--- config.mk ---
export PLATFORM = sky130hd
export DESIGN_NAME = ref_sel_top
export DESIGN_NICKNAME = d
export VERILOG_FILES = /design/src/rtl/ref_sel_pkg.sv /design/src/rtl/ref_sync_edge.sv /design/src/rtl/ref_gate_timer.sv /design/src/rtl/ref_presence.sv /design/src/rtl/ref_sel_top.sv
export SDC_FILE = /design/constraint.sdc
export NUM_CORES = 1
export LEC_CHECK = 0
export BUFFER_PORTS_ARGS = -buffer_cell sky130_fd_sc_hd__buf_2
export CAP_MARGIN = 20
export CORE_AREA = 2 2 100 102
export CTS_CLUSTER_SIZE = 14
export DETAILED_ROUTE_END_ITERATION = 12
export DIE_AREA = 0 0 102 104
export GPL_TIMING_DRIVEN = 0
export HOLD_SLACK_MARGIN = 0.05
export PLACE_DENSITY = 0.79
export SYNTH_ARGS = -nofsm -noshare
export SYNTH_HDL_FRONTEND = slang
export SYNTH_HIERARCHICAL = 1
export SYNTH_SLANG_ARGS = --single-unit
--- constraint.sdc ---
create_clock -name clk_i -period 3.7 [get_ports clk_i]
set_input_delay 0.74 -clock clk_i [delete_from_list [all_inputs] [get_ports clk_i]]
set_output_delay 0.74 -clock clk_i [all_outputs]
set_load 0.005 [all_outputs]
--- src/rtl/ref_sel_pkg.sv ---
package ref_sel_pkg;
  typedef enum logic [1:0] {
    SEL_INT  = 2'b00,
    SEL_REAR = 2'b01,
    SEL_TM   = 2'b10
  } ref_sel_e;

  localparam int unsigned NUM_REF  = 2;
  localparam int unsigned REF_REAR = 0;
  localparam int unsigned REF_TM   = 1;
endpackage

--- src/rtl/ref_sync_edge.sv ---
module ref_sync_edge #(
  parameter int unsigned STAGES = 2
) (
  input  logic clk_i,
  input  logic rst_ni,
  input  logic async_i,
  output logic rise_o
);
  logic [STAGES-1:0] sync_q;
  logic              prev_q;

  always_ff @(posedge clk_i or negedge rst_ni) begin
    if (!rst_ni) begin
      sync_q <= '0;
      prev_q <= 1'b0;
    end else begin
      sync_q <= {sync_q[STAGES-2:0], async_i};
      prev_q <= sync_q[STAGES-1];
    end
  end

  assign rise_o = sync_q[STAGES-1] & ~prev_q;

  // two rises need at least one low sample between them
  assert_rise_single_R1: assert property (@(posedge clk_i) disable iff (!rst_ni)
    rise_o |=> !rise_o);
endmodule

--- src/rtl/ref_gate_timer.sv ---
module ref_gate_timer #(
  parameter int unsigned GATE_CYC = 100000,
  localparam int unsigned TW = $clog2(GATE_CYC)
) (
  input  logic clk_i,
  input  logic rst_ni,
  output logic win_end_o
);
  logic [TW-1:0] cnt_q;

  assign win_end_o = (cnt_q == TW'(GATE_CYC - 1));

  always_ff @(posedge clk_i or negedge rst_ni) begin
    if (!rst_ni)        cnt_q <= '0;
    else if (win_end_o) cnt_q <= '0;
    else                cnt_q <= cnt_q + 1'b1;
  end

  assert_gate_bound_R1: assert property (@(posedge clk_i) disable iff (!rst_ni)
    cnt_q < TW'(GATE_CYC));
endmodule

--- src/rtl/ref_presence.sv ---
module ref_presence #(
  parameter int unsigned GATE_CYC = 100000,
  parameter int unsigned HYST_WIN = 2,
  localparam int unsigned CNT_W = $clog2(GATE_CYC + 1),
  localparam int unsigned RW    = $clog2(HYST_WIN + 1)
) (
  input  logic             clk_i,
  input  logic             rst_ni,
  input  logic             rise_i,
  input  logic             win_end_i,
  input  logic [CNT_W-1:0] band_min_i,
  input  logic [CNT_W-1:0] band_max_i,
  output logic             present_o
);
  logic [CNT_W-1:0] edge_cnt_q;
  logic [CNT_W-1:0] win_total;
  logic             win_pass;
  logic [RW-1:0]    run_q;
  logic             present_q;

  // final count includes an edge seen in the closing cycle
  assign win_total = edge_cnt_q + CNT_W'(rise_i);
  assign win_pass  = (win_total >= band_min_i) && (win_total <= band_max_i);

  always_ff @(posedge clk_i or negedge rst_ni) begin
    if (!rst_ni)        edge_cnt_q <= '0;
    else if (win_end_i) edge_cnt_q <= '0;
    else if (rise_i)    edge_cnt_q <= win_total;
  end

  // run_q counts consecutive windows that disagree with the current flag
  always_ff @(posedge clk_i or negedge rst_ni) begin
    if (!rst_ni) begin
      run_q     <= '0;
      present_q <= 1'b0;
    end else if (win_end_i) begin
      if (win_pass == present_q) begin
        run_q <= '0;
      end else if (run_q == RW'(HYST_WIN - 1)) begin
        run_q     <= '0;
        present_q <= win_pass;
      end else begin
        run_q <= run_q + 1'b1;
      end
    end
  end

  assign present_o = present_q;

  assert_cnt_bound_R1: assert property (@(posedge clk_i) disable iff (!rst_ni)
    edge_cnt_q <= CNT_W'(GATE_CYC));

  assert_flip_at_window_R3: assert property (@(posedge clk_i) disable iff (!rst_ni)
    !$stable(present_q) |-> $past(win_end_i));

  assert_run_bound_R4: assert property (@(posedge clk_i) disable iff (!rst_ni)
    run_q < RW'(HYST_WIN));
endmodule

--- src/rtl/ref_sel_top.sv ---
module ref_sel_top
  import ref_sel_pkg::*;
#(
  parameter int unsigned GATE_CYC    = 100000,
  parameter int unsigned HYST_WIN    = 2,
  parameter int unsigned SYNC_STAGES = 2,
  localparam int unsigned CNT_W = $clog2(GATE_CYC + 1)
) (
  input  logic             clk_i,
  input  logic             rst_ni,
  input  logic             tm_ref_i,
  input  logic             rear_ref_i,
  input  logic [CNT_W-1:0] band_min_i,
  input  logic [CNT_W-1:0] band_max_i,
  output logic [1:0]       sel_o,
  output logic             sel_chg_o,
  output logic             tm_present_o,
  output logic             rear_present_o,
  output logic [3:0]       status_o
);
  logic [NUM_REF-1:0] ref_in;
  logic [NUM_REF-1:0] rise;
  logic [NUM_REF-1:0] pres;
  logic               win_end;
  ref_sel_e           sel_next, sel_q;
  logic               chg_q;

  assign ref_in[REF_REAR] = rear_ref_i;
  assign ref_in[REF_TM]   = tm_ref_i;

  ref_gate_timer #(.GATE_CYC(GATE_CYC)) u_gate (
    .clk_i    (clk_i),
    .rst_ni   (rst_ni),
    .win_end_o(win_end)
  );

  for (genvar g = 0; g < NUM_REF; g++) begin : g_ref
    ref_sync_edge #(.STAGES(SYNC_STAGES)) u_sync (
      .clk_i  (clk_i),
      .rst_ni (rst_ni),
      .async_i(ref_in[g]),
      .rise_o (rise[g])
    );

    ref_presence #(.GATE_CYC(GATE_CYC), .HYST_WIN(HYST_WIN)) u_pres (
      .clk_i     (clk_i),
      .rst_ni    (rst_ni),
      .rise_i    (rise[g]),
      .win_end_i (win_end),
      .band_min_i(band_min_i),
      .band_max_i(band_max_i),
      .present_o (pres[g])
    );
  end

  always_comb begin
    if (pres[REF_TM])        sel_next = SEL_TM;
    else if (pres[REF_REAR]) sel_next = SEL_REAR;
    else                     sel_next = SEL_INT;
  end

  always_ff @(posedge clk_i or negedge rst_ni) begin
    if (!rst_ni) begin
      sel_q <= SEL_INT;
      chg_q <= 1'b0;
    end else begin
      sel_q <= sel_next;
      chg_q <= (sel_next != sel_q);
    end
  end

  assign sel_o          = sel_q;
  assign sel_chg_o      = chg_q;
  assign tm_present_o   = pres[REF_TM];
  assign rear_present_o = pres[REF_REAR];
  assign status_o       = {pres[REF_TM], pres[REF_REAR], sel_q};

  assert_sel_legal_R5: assert property (@(posedge clk_i) disable iff (!rst_ni)
    sel_q != 2'b11);

  assert_tm_priority_R5: assert property (@(posedge clk_i) disable iff (!rst_ni)
    pres[REF_TM] |=> sel_q == SEL_TM);

  assert_rear_only_R6: assert property (@(posedge clk_i) disable iff (!rst_ni)
    (pres == 2'b01) |=> sel_q == SEL_REAR);

  assert_chg_on_move_R7: assert property (@(posedge clk_i) disable iff (!rst_ni)
    sel_chg_o |-> sel_o != $past(sel_o));

  assert_move_has_chg_R7: assert property (@(posedge clk_i) disable iff (!rst_ni)
    sel_o != $past(sel_o) |-> sel_chg_o);
endmodule

Word-level counts from Yosys, hierarchy flattened
Index checks and enable logic that the tools add are counted.
{"block": "totals", "reg_bits": 66, "in_bits": 38, "out_inout_bits": 9}
{"block": "op_classes", "addsub": 5, "magnitude_cmp": 4, "eq_ne": 6, "mux": 11, "n_bitwise": 6, "n_reduce_logical": 6}
{"op": "2-to-1 mux 17 bit", "count": 5}
{"op": "adder 17 x 1 -> 17 bit", "count": 2}
{"op": ">= comparator 17 bit", "count": 2}
{"op": "<= comparator 17 bit", "count": 2}
{"op": "adder 17 x 1 -> 17 bit, second input constant", "count": 1}
{"op": "equality test 17 bit, second input constant", "count": 1}
{"op": "2-to-1 mux 2 bit", "count": 5}
{"op": "AND reduction 3 bit", "count": 2}
{"op": "adder 2 x 1 -> 2 bit, second input constant", "count": 2}
{"op": "equality test 2 x 1 -> 1 bit, second input constant", "count": 2}
{"op": "inverter 1 bit", "count": 4}
{"op": "nonzero test 2 bit", "count": 2}
{"op": "AND 1 bit", "count": 2}
{"op": "equality test 1 bit", "count": 2}
{"op": "logical AND 1 bit", "count": 2}
{"op": "!= test 2 bit", "count": 1}
{"op": "2-to-1 mux 1 bit", "count": 1}

Depth between registers and ports, before layout
Gate-level depths: netlist of the first run.
{"block": "logic_depth", "depth_word": 8, "ltp_mapped": 17}

Modules after synthesis
Netlist of the first run, hierarchy kept.
{"mod": "ref_presence", "instances": 2, "cells_per_inst": 243, "area_per_inst_um2": 2028.2}
{"mod": "ref_gate_timer", "instances": 1, "cells_per_inst": 74, "area_per_inst_um2": 793.3}
{"mod": "ref_sync_edge", "instances": 2, "cells_per_inst": 4, "area_per_inst_um2": 88.8}
{"mod": "ref_sel_top", "instances": 1, "cells_per_inst": 12, "area_per_inst_um2": 136.4}

Worst setup path after synthesis of the first run
Ideal clock, no wire load.
{"block": "synth_timing", "kind": "flip-flop to flip-flop", "startpoint": "register g_ref[0].u_sync.prev_q", "endpoint": "register g_ref[0].u_pres.run_q[0]", "setup_ns": 0.087, "arrival_ns": 3.371, "t_required_ns": 3.613, "path_slack_ns": 0.243, "stages_incl_launch_ff": 18, "n_path_buf": 0, "synth_period_minus_slack_ns": 3.457, "path_cell_list": "dfrtp_1 nor2b_4 ha_1 ha_1 nand3_1 nor2_1 and2_1 and3_1 nand3_1 xnor2_1 ha_1 nand4_1 nor4_1 a211o_1 a211oi_1 a21oi_1 or3_1 o211ai_1"}
{"block": "synth_between", "elab_chain_cells": 7, "word_cells_on_any_way": 8, "cone_classes": "1 x add/sub; 2 x order compare; 1 x eq/ne; 1 x mux; 2 x bitwise; 1 x reduce/logical"}
{"item": "start: declaration", "line": "ref_sync_edge.sv:10", "text": "logic prev_q;"}
{"item": "start signal: assignment", "line": "ref_sync_edge.sv:18", "text": "prev_q <= sync_q[STAGES-1];"}
{"item": "inverter 1 bit *", "line": "ref_sync_edge.sv:22", "text": "assign rise_o = sync_q[STAGES-1] & ~prev_q;"}
{"item": "AND 1 bit *", "line": "ref_sync_edge.sv:22"}
{"item": "via rise[0]", "line": "ref_sel_top.sv:22", "text": "logic [NUM_REF-1:0] rise;"}
{"item": "adder 17 x 1 -> 17 bit *", "line": "ref_presence.sv:22", "text": "assign win_total = edge_cnt_q + CNT_W'(rise_i);"}
{"item": ">= comparator 17 bit / <= comparator 17 bit (equally long branches)", "line": "ref_presence.sv:23", "text": "assign win_pass = (win_total >= band_min_i) && (win_total <= band_max_i);"}
{"item": "logical AND 1 bit *", "line": "ref_presence.sv:23"}
{"item": "equality test 1 bit *", "line": "ref_presence.sv:37", "text": "if (win_pass == present_q) begin"}
{"item": "2-to-1 mux 2 bit *", "line": "ref_presence.sv:37"}
{"item": "end signal: assignment", "line": "ref_presence.sv:43", "text": "run_q <= run_q + 1'b1;"}
{"item": "end: declaration", "line": "ref_presence.sv:18", "text": "logic [RW-1:0] run_q;"}
The timed path passes the listed nets; every way through them passes the cells marked *.
A chain may end at the register's enable or synchronous reset.

Final worst setup path of the first run
{"block": "layout_timing", "startpoint": "register g_ref[1].u_sync.prev_q", "endpoint": "register g_ref[1].u_pres.run_q[0]"}
{"block": "layout_between", "elab_chain_cells": 7, "word_cells_on_any_way": 8, "cone_classes": "1 x add/sub; 2 x order compare; 1 x eq/ne; 1 x mux; 2 x bitwise; 1 x reduce/logical"}
{"item": "start: declaration", "line": "ref_sync_edge.sv:10"}
{"item": "start signal: assignment", "line": "ref_sync_edge.sv:18"}
{"item": "inverter 1 bit *", "line": "ref_sync_edge.sv:22"}
{"item": "AND 1 bit *", "line": "ref_sync_edge.sv:22"}
{"item": "via rise[1]", "line": "ref_sel_top.sv:22"}
{"item": "adder 17 x 1 -> 17 bit *", "line": "ref_presence.sv:22"}
{"item": ">= comparator 17 bit / <= comparator 17 bit (equally long branches)", "line": "ref_presence.sv:23"}
{"item": "logical AND 1 bit *", "line": "ref_presence.sv:23"}
{"item": "equality test 1 bit *", "line": "ref_presence.sv:37"}
{"item": "2-to-1 mux 2 bit *", "line": "ref_presence.sv:37"}
{"item": "end signal: assignment", "line": "ref_presence.sv:43"}
{"item": "end: declaration", "line": "ref_presence.sv:18"}
Marked as above.

==> metrics.md, run 1 <==
| Metric | Value |
|---|---|
| Syn Area/Cell | 8.90 um2 |
| R2R Setup Slk | 100 ps |
| Vias | approximately 4400 |
| Hold-fix buffers at CTS | 0 |
| Setup TNS | 0 ps |
| Max-slew violation count | 0 |
| First-pass GRT wire length | 19.4 mm |
| # rows | 36 |
| RePlAce Congestion | about 0.87 |
| Die area | 10600 um2 |
| Reg2reg end | g_ref[1].u_pres/run_q[0]$_DFFE_PN0P_ |
| Measured slew at the worst slew-check pin | just under 900 ps |
| R2r worst-path depth | 17 |
| DR vias/cell | 5.52 |
| Crit path capture | g_ref[1].u_pres/run_q[0]$_DFFE_PN0P_ |
| Cells on Worst Hold Path | 0 |
| Detail-routed net length per standard cell | 15.1 um |
| Leak | 3.32 nW |
| Clk Latency, worst-skew pair | 370 ps |
| Vias in the first global route | 4299 |
| Fillers | slightly below 800 |
| I/O Pins | 47 |
| CP Max Fanout | 5 |
| Largest net degree at the start of global routing | 67 |
| Drt total wl | 12.0 mm |
| Synth Net Count | 691 |
| DP Wirelength | about 8.7 mm |
| CP endpoint kind | flop |
| Clk slew on worst S/H paths | 80 ps |
| FFs w/ async S/R, synth | 100% |
| Max Cap Viol | 0 |
| CTS H-tree lvls | 3 |
| Dpl ws | -475 ps |
| #FFs+latches synth | 66 |
| Final Cycle Share | 97.4% |
| Hold Fails Final Rpt | 0 |
| CTS tree | yes |
| HP Start | g_ref[0].u_sync/sync_q[0]$_DFF_PN0_ |
| Final hold slack | 351 ps |
| Pwr dens | 324 nW/um2 |
| Total congestion overflow | 0 |
| Setup WS post-layout | 97.9 ps |
| Most common cell in the netlist | inv_1 |
| Gate Count Post-Synth | 580 |
| Synth Flop Type | dfrtp_1 |
| Initial antenna violation count | 0 |
| Reg2reg start | g_ref[1].u_sync/prev_q$_DFF_PN0_ |
| Synth unique cells | 43 |
| Final min period | 3600 ps |
| Overall Power | roughly 0.002 W |
| Share of post-route cells with drive strength above 1 | roughly 21% |
| Crit path DAT | 3850 ps |
| Overall fraction of global-route tracks in use | 23.0% |
| Area contributors post-synth | dfrtp_1 (32%), ha_1 (18%), xor2_1 (8.3%) |
| Tightest Hold Check Type | reg -> reg |
| Yosys top cell by area | dfrtp_1 |
| Clock Skew | 13.3 ps |
| Syn. warnings | 6 |
| Worst vdd ir | between 0.0003 and 0.0004 V |
| Buffers on Ports | 46 |
| Die Width | 102 um |
| Crit path kind | reg -> reg |
| Area grow syn2layout | 20.2% |
| Clock Path Buffers | 2 |
| Worst setup path startpoint | g_ref[1].u_sync/prev_q$_DFF_PN0_ |
| Post-synthesis sequential area ratio | 32.0% |
| Worst path required time | ~3900 ps |
| 1st-pass router iterations | 5 |
| Netlist Area Pre-Place | just over 5000 um2 |
| Status | finished, final reports clean |
| Initial drt markers | 134 |
| Number of synthesized flops with an enable pin | 0 |
| Die H | 104 um |
| CTS buffer count | 9 |
| Core area | 9550 um2 |
| Rel. slew slack | 40.2% |
| Synth top cells by count | inv_1 (75), ha_1 (73), dfrtp_1 (66) |
| DRC Markers | 0 |
| Nets | 769 |
| Fmax | 278 MHz |
| CP Launch Type | flop |
| Starting Density | 54.1% |
| N_diodes | 0 |
| Post-DRT Antenna Nets | 0 |
| Clk root buf | clkbuf_8 |
| Top-area cell type share of the netlist area | 32.0% |
| Setup Viol. Count Final | 0 |
| Clock Sinks | 66 |
[per-stage QoR]
| step | cell area, um2 | util (%) | cells |
|---|---|---|---|
| 2_1_floorplan | 5160 | - | 580 |
| 3_3_place_gp | 5560 | 58.2 | 759 |
| 3_5_place_dp | 5560 | 58.3 | 759 |
| 4_1_cts | 5920 | 62.0 | 779 |
| 5_1_grt | 6210 | 65.0 | 796 |
| 6_report | 6210 | 65.0 | 796 |
[where the power goes]
part           total [W]  switching (W)  internal [W]
combinational   0.000446       0.000239      0.000206
clock           0.000732       0.000312      0.000420
sequential      0.000832      0.0000678      0.000764
total            0.00201       0.000619       0.00139
[cells by family (layout without fill, tap and decap cells)]
| logic type | Yosys count | after routing | synth area share, % |
|---|---|---|---|
| compound gates | 71 | 71 | 9.04 |
| xor+xnor | 73 | 73 | 12.4 |
| fa+ha+maj | 73 | 73 | 17.7 |
| buf+inv | 94 | 177 | 8.24 |
| flops | 66 | 66 | 32.0 |
| mux | 4 | 4 | 0.775 |
| simple gates | 199 | 199 | 19.9 |
[state kept, by name, indices dropped and copies added (netlist names)]
signal,cells
g_ref.u_sync/prev_q,2
g_ref.u_pres/edge_cnt_q,34
sel_chg_o,1
g_ref.u_pres/run_q,4
g_ref.u_pres/present_o,2
g_ref.u_sync/sync_q,4
u_gate/cnt_q,17
sel_o,2
[worst max-delay path, stage by stage, from the launching register on]
cell and delay, ps:
dfrtp_1 410, nor2b_4 150, ha_4 160, ha_4 150, nand3_4 100, nor2_4 150
and2_4 160, and3_4 210, nand3_2 120, xnor2_2 170, ha_1 300, nand4_1 220
nor4_4 370, a211o_1 200, a211oi_2 50, a21oi_2 270, or3_4 180, o211ai_1 80
[worst min path at each step]
stage	end
CTS	g_ref[0].u_sync/sync_q[1]$_DFF_PN0_
floorplan	g_ref[0].u_sync/sync_q[1]$_DFF_PN0_
finish	g_ref[0].u_sync/sync_q[1]$_DFF_PN0_
global route	g_ref[0].u_sync/sync_q[1]$_DFF_PN0_
global placement	g_ref[0].u_sync/sync_q[1]$_DFF_PN0_
detailed placement	g_ref[0].u_sync/sync_q[1]$_DFF_PN0_
[per-layer routing]
layer | vias up | wire [um] | part of all wire (%) | global-route usage (%)
li1 | 2130 | - | - | -
met1 | 2120 | 5340 | 44 | 30.2
met2 | 123 | 5860 | 49 | 37.9
met3 | 21 | 587 | 4.9 | 4.57
met4 | 0 | 225 | 1.9 | 7.43
met5 | - | 0 | 0 | 0
[timing repair]
item                       in CTS  in global routing
resized for setup              19                 28
hold endpoints to repair        0                  0
buffers inserted                4                 18
pin swaps                       5                 24
setup endpoints to repair       6                  6
[cell usage in the layout (no fill, tap or decap), drive strengths merged, types with 5 or more instances in the layout]
master / Yosys / final
dfrtp: 66 / 66
xor2: 49 / 49
or3: 5 / 5
o21ai: 14 / 14
a21o: 6 / 6
and3: 14 / 14
xnor2: 24 / 24
clkbuf: 3 / 14
nor2: 58 / 58
inv: 75 / 76
a21oi: 23 / 23
nand3: 26 / 26
nor2b: 6 / 6
ha: 73 / 73
a211oi: 10 / 10
buf: 14 / 81
nand2: 47 / 47
nand4: 22 / 22
[cell type report]
| cell class | instances | area (um2) | share of cell area (%) |
|---|---|---|---|
| well taps | 133 | 166 | 2.68 |
| repair buffers | 68 | 398 | 6.41 |
| clock buffers | 11 | 151 | 2.44 |
| inverters | 75 | 282 | 4.54 |
| flip-flops and latches | 66 | 1650 | 26.6 |
| plain buffers | 18 | 133 | 2.14 |
| multi-input cells | 420 | 3340 | 53.8 |
| clock inverters | 5 | 85.1 | 1.37 |
(Power assumes the default switching activity.)
==> run 2: changes to the inputs <==
--- a/config.mk
+++ b/config.mk
@@ -13,7 +13,7 @@
 export DIE_AREA = 0 0 102 104
 export GPL_TIMING_DRIVEN = 0
 export HOLD_SLACK_MARGIN = 0.05
-export PLACE_DENSITY = 0.79
+export PLACE_DENSITY = 0.88
 export SYNTH_ARGS = -nofsm -noshare
 export SYNTH_HDL_FRONTEND = slang
 export SYNTH_HIERARCHICAL = 1
==> run 2 against run 1 <==
Worst hold slack worse by 4.5 ps. Global-route usage shrank 0.11 points. Register-to-register slack barely moved. Largest cell class unchanged. Highest routed layer unchanged.
==> metrics.md, run 2 (same netlist as run 1, synthesis figures left out) <==
| Metric | Value |
|---|---|
| Die H | 104 um (unchanged) |
| CTS H-tree lvls | 3 (unchanged) |
| R2r worst-path depth | 17 (unchanged) |
| Max-slew violation count | 0 (unchanged) |
| Max reg flops | 34 (unchanged) |
| Tightest Hold Check Type | reg -> reg |
| Initial drt markers | 260 (+94%) |
| Starting Density | 54.1% (unchanged) |
| RSZ-0062 raised after global routing | yes |
| Fmax | 278 MHz (about the same) |
| CTS buffer count | 9 (unchanged) |
| Core area | 9550 um2 (unchanged) |
| Crit path DAT | 3870 ps (+20 ps) |
| Clk slew on worst S/H paths | 80 ps (about the same) |
| CTS tree | yes |
| DR vias/cell | 5.57 (+0.84%) |
| Worst setup path startpoint | g_ref[1].u_sync/prev_q$_DFF_PN0_ |
| Clk root buf | clkbuf_8 |
| Clock Sinks | 66 (unchanged) |
| Worst path required time | 3960 ps (+20 ps) |
| CP endpoint kind | flop |
| Largest net degree at the start of global routing | 67 (unchanged) |
| R2R Setup Slk | 100 ps (about the same) |
| Measured slew at the worst slew-check pin | 877 ps (-13.1 ps) |
| Vias | 4403 (+0.20%) |
| Pwr dens | 312 nW/um2 (-3.7%) |
| DP Wirelength | 8.60 mm (-0.66%) |
| CP Launch Type | flop |
| Hold Fails Final Rpt | 0 (unchanged) |
| Final min period | 3600 ps (+1.03 ps) |
| Setup WS post-layout | 96.9 ps (-1.03 ps) |
| Total congestion overflow | 0 (unchanged) |
| Most frequent cells in the layout | inv_1 (75), ha_1 (69), dfrtp_1 (66), nor2_1 (56), xor2_1 (48) |
| Commonest non-fill, non-tap cell in the layout | inv_1 |
| 1st-pass router iterations | 6 (+1) |
| Final Cycle Share | 97.4% (about the same) |
| N_diodes | 0 (unchanged) |
| CP Cell Sequence | nor2b_4 > ha_2 > and3_4 > and3_4 > and3_1 > buf_6 > and3_4 > nand3_1 > xnor2_2 > ha_1 > nand4_1 > nor4_4 > a211o_1 > a211oi_2 > a21oi_2 > or3_1 > o211ai_1 |
| Worst vdd ir | 0.000331 V (+9.8%) |
| RePlAce Congestion | 0.901 (+3.8%) |
| Cells on Worst Hold Path | 0 (unchanged) |
| Max Cap Viol | 0 (unchanged) |
| Dpl ws | -443 ps (+32.0 ps) |
| Crit path top cell by count | and3_4 |
| Top Registers | g_ref.u_pres/edge_cnt_q: 34 flops, u_gate/cnt_q: 17 flops |
| Vias in the first global route | 4413 (+2.7%) |
| Nets | 764 (-0.65%) |
| Detail-routed net length per standard cell | 15.4 um (+1.8%) |
| Share of post-route cells with drive strength above 1 | 20.4% (-1.1 points) |
| Clock Path Buffers | 2 (unchanged) |
| # rows | 36 (unchanged) |
| Drt total wl | 12.2 mm (+1.2%) |
| Setup Viol. Count Final | 0 (unchanged) |
| Reg2reg end | g_ref[1].u_pres/run_q[0]$_DFFE_PN0P_ |
| Die Width | 102 um (unchanged) |
| Reg with most FFs | g_ref.u_pres/edge_cnt_q |
| Clock Skew | 9.71 ps (-3.63 ps) |
| Die area | 10600 um2 (unchanged) |
| Overall fraction of global-route tracks in use | 22.9% (-0.11 points) |
| Area grow syn2layout | 17.7% |
| Crit path kind | reg -> reg |
| Reg2reg start | g_ref[1].u_sync/prev_q$_DFF_PN0_ |
| Clk Latency, worst-skew pair | 350 ps (-20 ps) |
| Leak | 3.27 nW (-1.6%) |
| First-pass GRT wire length | 19.6 mm (+0.99%) |
| Crit-path max cell delay | 400 ps (about the same) |
| DRC Markers | 0 (unchanged) |
| Crit path capture | g_ref[1].u_pres/run_q[0]$_DFFE_PN0P_ |
| CP Max Fanout | 6 (+1) |
| Post-DRT Antenna Nets | 0 (unchanged) |
| Buffers on Ports | 46 (unchanged) |
| Overall Power | 0.00189 W (-5.7%) |
| Rel. slew slack | 41.1% (+0.88 points) |
| Status | finished, final reports clean |
| I/O Pins | 47 (unchanged) |
| Initial antenna violation count | 0 (unchanged) |
| CP max stage cell | dfrtp_1 |
run 2: cell types whose count changed in the layout (fill, tap and decap cells not counted), moves of 2 or more:
cell,change
buf_4,-5
ha_2,+2
ha_4,-2
clkbuf_8,-2
run 2: cell type report:
type / instances / area, um2
Sequential cell: 66 / 1650
Fill cell: 768 / 3470
Inverter: 75 / 282
Timing Repair Buffer: 63 / 360
Multi-Input combinational cell: 420 / 3280
Clock inverter: 7 / 77.6
Clock buffer: 9 / 124
Buffer: 18 / 133
Tap cell: 133 / 166
run 2: what timing repair did:
item,in CTS,in global routing
gates resized for setup,23,16
setup buffers,3,14
pin swaps,5,18
hold buffers,0,0
endpoints found under the setup margin,6,6
run 2: worst min-delay path by stage:
stage	startpoint	to
floorplan	g_ref[0].u_sync/sync_q[0]$_DFF_PN0_	g_ref[0].u_sync/sync_q[1]$_DFF_PN0_
global placement	g_ref[0].u_sync/sync_q[0]$_DFF_PN0_	g_ref[0].u_sync/sync_q[1]$_DFF_PN0_
detailed placement	g_ref[0].u_sync/sync_q[0]$_DFF_PN0_	g_ref[0].u_sync/sync_q[1]$_DFF_PN0_
CTS	g_ref[0].u_sync/sync_q[0]$_DFF_PN0_	g_ref[0].u_sync/sync_q[1]$_DFF_PN0_
global route	g_ref[0].u_sync/sync_q[0]$_DFF_PN0_	g_ref[0].u_sync/sync_q[1]$_DFF_PN0_
finish	g_ref[0].u_sync/sync_q[0]$_DFF_PN0_	g_ref[0].u_sync/sync_q[1]$_DFF_PN0_
run 2: worst max-delay path: cells and delay by family (launching register included):
kind | cells | cell delay, ps
AND/OR/NAND/NOR | 9 | 1650
AO/OA/AOI/OAI | 4 | 680
adder cells (fa/ha/maj) | 2 | 470
flip-flops | 1 | 400
XOR/XNOR | 1 | 200
buffers and inverters | 1 | 120
run 2: power by group:
part	internal [W]	switching [W]
sequential	0.000764	0.0000593
combinational	0.000198	0.000245
clock	0.000317	0.000311
total	0.00128	0.000615
run 2: stage by stage:
stage                     area (um2)  cells  setup TNS [ps]  utilization, %  hold WS, ps
after detailed placement        5560    759           -2180            58.3          335
after floorplan                 5160    580               0               -          331
final                           6080    791               0            63.7          346
after global placement          5560    759           -1040            58.2          333
after CTS                       5900    778               0            61.8          349
after global routing            6080    791            -242            63.7          375
run 2: layer usage:
| metal | vias to the layer above | GRT usage (%) | wire length [um] |
|---|---|---|---|
| li1 | 2120 | - | - |
| met1 | 2092 | 29.7 | 5250 |
| met2 | 151 | 37.9 | 5880 |
| met3 | 40 | 4.77 | 656 |
| met4 | 0 | 7.43 | 371 |
| met5 | - | 0 | 0 |
==> run 3: changes to the inputs <==
--- a/config.mk
+++ b/config.mk
@@ -6,14 +6,14 @@
 export NUM_CORES = 1
 export LEC_CHECK = 0
 export BUFFER_PORTS_ARGS = -buffer_cell sky130_fd_sc_hd__buf_2
-export CAP_MARGIN = 20
+export CAP_MARGIN = 10
 export CORE_AREA = 2 2 100 102
 export CTS_CLUSTER_SIZE = 14
 export DETAILED_ROUTE_END_ITERATION = 12
 export DIE_AREA = 0 0 102 104
 export GPL_TIMING_DRIVEN = 0
 export HOLD_SLACK_MARGIN = 0.05
-export PLACE_DENSITY = 0.88
+export PLACE_DENSITY_LB_ADDON = 0.2
 export SYNTH_ARGS = -nofsm -noshare
 export SYNTH_HDL_FRONTEND = slang
 export SYNTH_HIERARCHICAL = 1
==> run 3 against run 2 <==
Sequential share of layout area up 0.28 points. Total power up 1.1%. Clock skew decreased by 0.89 ps. Cell area fell by 1.0%. Sequential power about the same. Worst hold slack better by 5.2 ps. Critical endpoint is now g_ref[0].u_pres/run_q[0]$_DFFE_PN0P_.
==> metrics.md, run 3 (same netlist as run 1, synthesis figures left out) <==
| Metric | Value |
|---|---|
| CP Max Fanout | 6 (unchanged) |
| Die H | 104 um (unchanged) |
| Total congestion overflow | 0 (unchanged) |
| Int Pwr | 0.00132 W (+3.0%) |
| Worst setup path startpoint | g_ref[0].u_sync/prev_q$_DFF_PN0_ |
| Measured slew at the worst slew-check pin | 863 ps (-14.4 ps) |
| Clk Latency, worst-skew pair | 350 ps (about the same) |
| CTS tree | yes |
| Gate power share | 23.0% (-0.4 points) |
| Final min period | 3550 ps (-49.3 ps) |
| CTS H-tree lvls | 3 (unchanged) |
| Clock Sinks | 66 (unchanged) |
| Clk slew on worst S/H paths | 80 ps (about the same) |
| Clock share of power | 34.0% (+0.9 points) |
| HP Start | g_ref[1].u_sync/sync_q[0]$_DFF_PN0_ |
| Crit path DAT | 3810 ps (-60 ps) |
| Setup WS post-layout | 146 ps (+49.3 ps) |
| Hold Fails Final Rpt | 0 (unchanged) |
| DRC Markers | 0 (unchanged) |
| Vias | 4200 (-4.6%) |
| Status | finished, final reports clean |
| Top Registers | g_ref.u_pres/edge_cnt_q: 34 flops, u_gate/cnt_q: 17 flops |
| Leak | 3.24 nW (-1.1%) |
| Post-DRT Antenna Nets | 0 (unchanged) |
| Setup Viol. Count Final | 0 (unchanged) |
| Initial drt markers | 181 (-30%) |
| Worst path required time | 3960 ps (about the same) |
| DR vias/cell | 5.36 (-3.6%) |
| Post-DP Area | 5560 um2 (unchanged) |
| Clock Path Buffers | 2 (unchanged) |
| Pwr dens | 318 nW/um2 (+2.2%) |
| Rel. slew slack | 42.0% (+0.97 points) |
| Hold-fix buffers at CTS | 0 (unchanged) |
| Seq pwr share | 43.0% (-0.5 points) |
| # rows | 36 (unchanged) |
| Die Width | 102 um (unchanged) |
| Dpl ws | -418 ps (+25.9 ps) |
| Core area | 9550 um2 (unchanged) |
| Worst vdd ir | 0.000220 V (-34%) |
| Nets | 756 (-1.0%) |
| Finished Core Util | 63.0% (-0.66 points) |
| Tightest Hold Check Type | reg -> reg |
| CTS buffer count | 9 (unchanged) |
| Fmax | 281 MHz (+1.4%) |
| Largest net degree at the start of global routing | 67 (unchanged) |
| Clk root buf | clkbuf_8 |
| CP endpoint kind | flop |
| First-pass GRT wire length | 18.3 mm (-6.6%) |
| RePlAce Congestion | 0.920 (+2.1%) |
| Post-Layout Cell Count | 783 (-1.0%) |
| I/O Pins | 47 (unchanged) |
| Commonest non-fill, non-tap cell in the layout | inv_1 |
| Reg with most FFs | g_ref.u_pres/edge_cnt_q |
| Most frequent cells in the layout | inv_1 (75), ha_1 (69), dfrtp_1 (66), nor2_1 (56), xor2_1 (49) |
| Initial antenna violation count | 0 (unchanged) |
| Clock Skew | 8.83 ps (-0.885 ps) |
| Area grow syn2layout | 16.5% |
| Detail-routed net length per standard cell | 14.4 um (-6.4%) |
| Max Cap Viol | 0 (unchanged) |
| Max reg flops | 34 (unchanged) |
| Crit path kind | reg -> reg |
| 1st-pass router iterations | 4 (-2) |
| Die area | 10600 um2 (unchanged) |
| Fillers | 840 (+9.4%) |
| Number of instances in the placed design | 759 (unchanged) |
| CP Launch Type | flop |
| Share of post-route cells with drive strength above 1 | 19.1% (-1.3 points) |
| Design area | 6020 um2 (-1.0%) |
| Max-slew violation count | 0 (unchanged) |
| Final Cycle Share | 96.1% (-1.3 points) |
| Vias in the first global route | 4038 (-8.5%) |
| Reg2reg start | g_ref[0].u_sync/prev_q$_DFF_PN0_ |
| P_sw | 0.000597 W (-2.8%) |
| N_diodes | 0 (unchanged) |
| DP Wirelength | 8.41 mm (-2.3%) |
| Overall fraction of global-route tracks in use | 21.6% (-1.3 points) |
| Net Sw Frac | 31.2% (-1.3 points) |
| Drt total wl | 11.3 mm (-7.4%) |
| Starting Density | 54.1% (unchanged) |
| Buffers on Ports | 46 (unchanged) |
==> run 3: path summary, 6_finish.rpt <==
path	endpoint	slack, ps	cells past startpoint
min in group asynchronous	g_ref[0].u_sync/sync_q[1]$_DFF_PN0_	490	1
hold reg to reg	g_ref[1].u_sync/sync_q[1]$_DFF_PN0_	350	0
hold / removal	g_ref[1].u_sync/sync_q[1]$_DFF_PN0_	350	0
setup reg to reg	g_ref[0].u_pres/run_q[0]$_DFFE_PN0P_	150	17
max in group asynchronous	u_gate/cnt_q[4]$_DFF_PN0_	2620	1
setup / recovery	g_ref[0].u_pres/run_q[0]$_DFFE_PN0P_	150	17
==> run 3: layout make-up <==
class	instances	area, um2	area share (%)
flip-flops and latches	66	1650	27.5
clock inverters	5	60.1	0.998
plain buffers	19	144	2.39
multi-input cells	420	3270	54.3
repair buffers	54	293	4.87
well taps	133	166	2.77
inverters	75	282	4.68
clock buffers	11	151	2.52
==> run 3: worst max-delay path, stage by stage (launching register included) <==
cell      delay, ps
dfrtp_1         400
nor2b_4         140
ha_4            150
and3_4          190
and3_4          200
and3_1          170
buf_6           120
and3_4          210
nand3_2         100
xnor2_2         170
ha_1            310
nand4_1         150
nor4_2           80
a211o_1         300
a211oi_2        210
a21oi_2         110
or3_1           340
o211ai_1         90
==> run 3: metal layers <==
layer  part of all wire [%]  track usage (%)  vias up
met1                     47             30.4     2004
li1                       -                -     2099
met4                    1.7             6.76        0
met2                     46             33.6       83
met5                      0                0        -
met3                    5.0             4.03       14
==> run 3: timing repair <==
action | CTS | global route
buffers inserted | 1 | 7
hold endpoints to repair | 0 | 0
pin swaps | 3 | 16
gates resized for setup | 23 | 11
setup endpoints to repair | 6 | 6
==> run 3: stage by stage <==
step | total power, W | hold slack [ps] | setup TNS [ps]
floorplan | 0.00110 | 331 | 0
global placement | 0.00121 | 334 | -1340
detailed placement | 0.00123 | 336 | -1790
CTS | 0.00190 | 353 | 0
global route | 0.00203 | 354 | -70.2
finish | 0.00192 | 351 | 0
==> run 3: power by group through the flow <==
stage / sequential (W) / combinational, W / clock, W
floorplan: 0.000814 / 0.000288 / 0
global route: 0.000830 / 0.000503 / 0.000692
detailed placement: 0.000824 / 0.000409 / 0
CTS: 0.000814 / 0.000419 / 0.000666
finish: 0.000824 / 0.000440 / 0.000652
global placement: 0.000822 / 0.000386 / 0
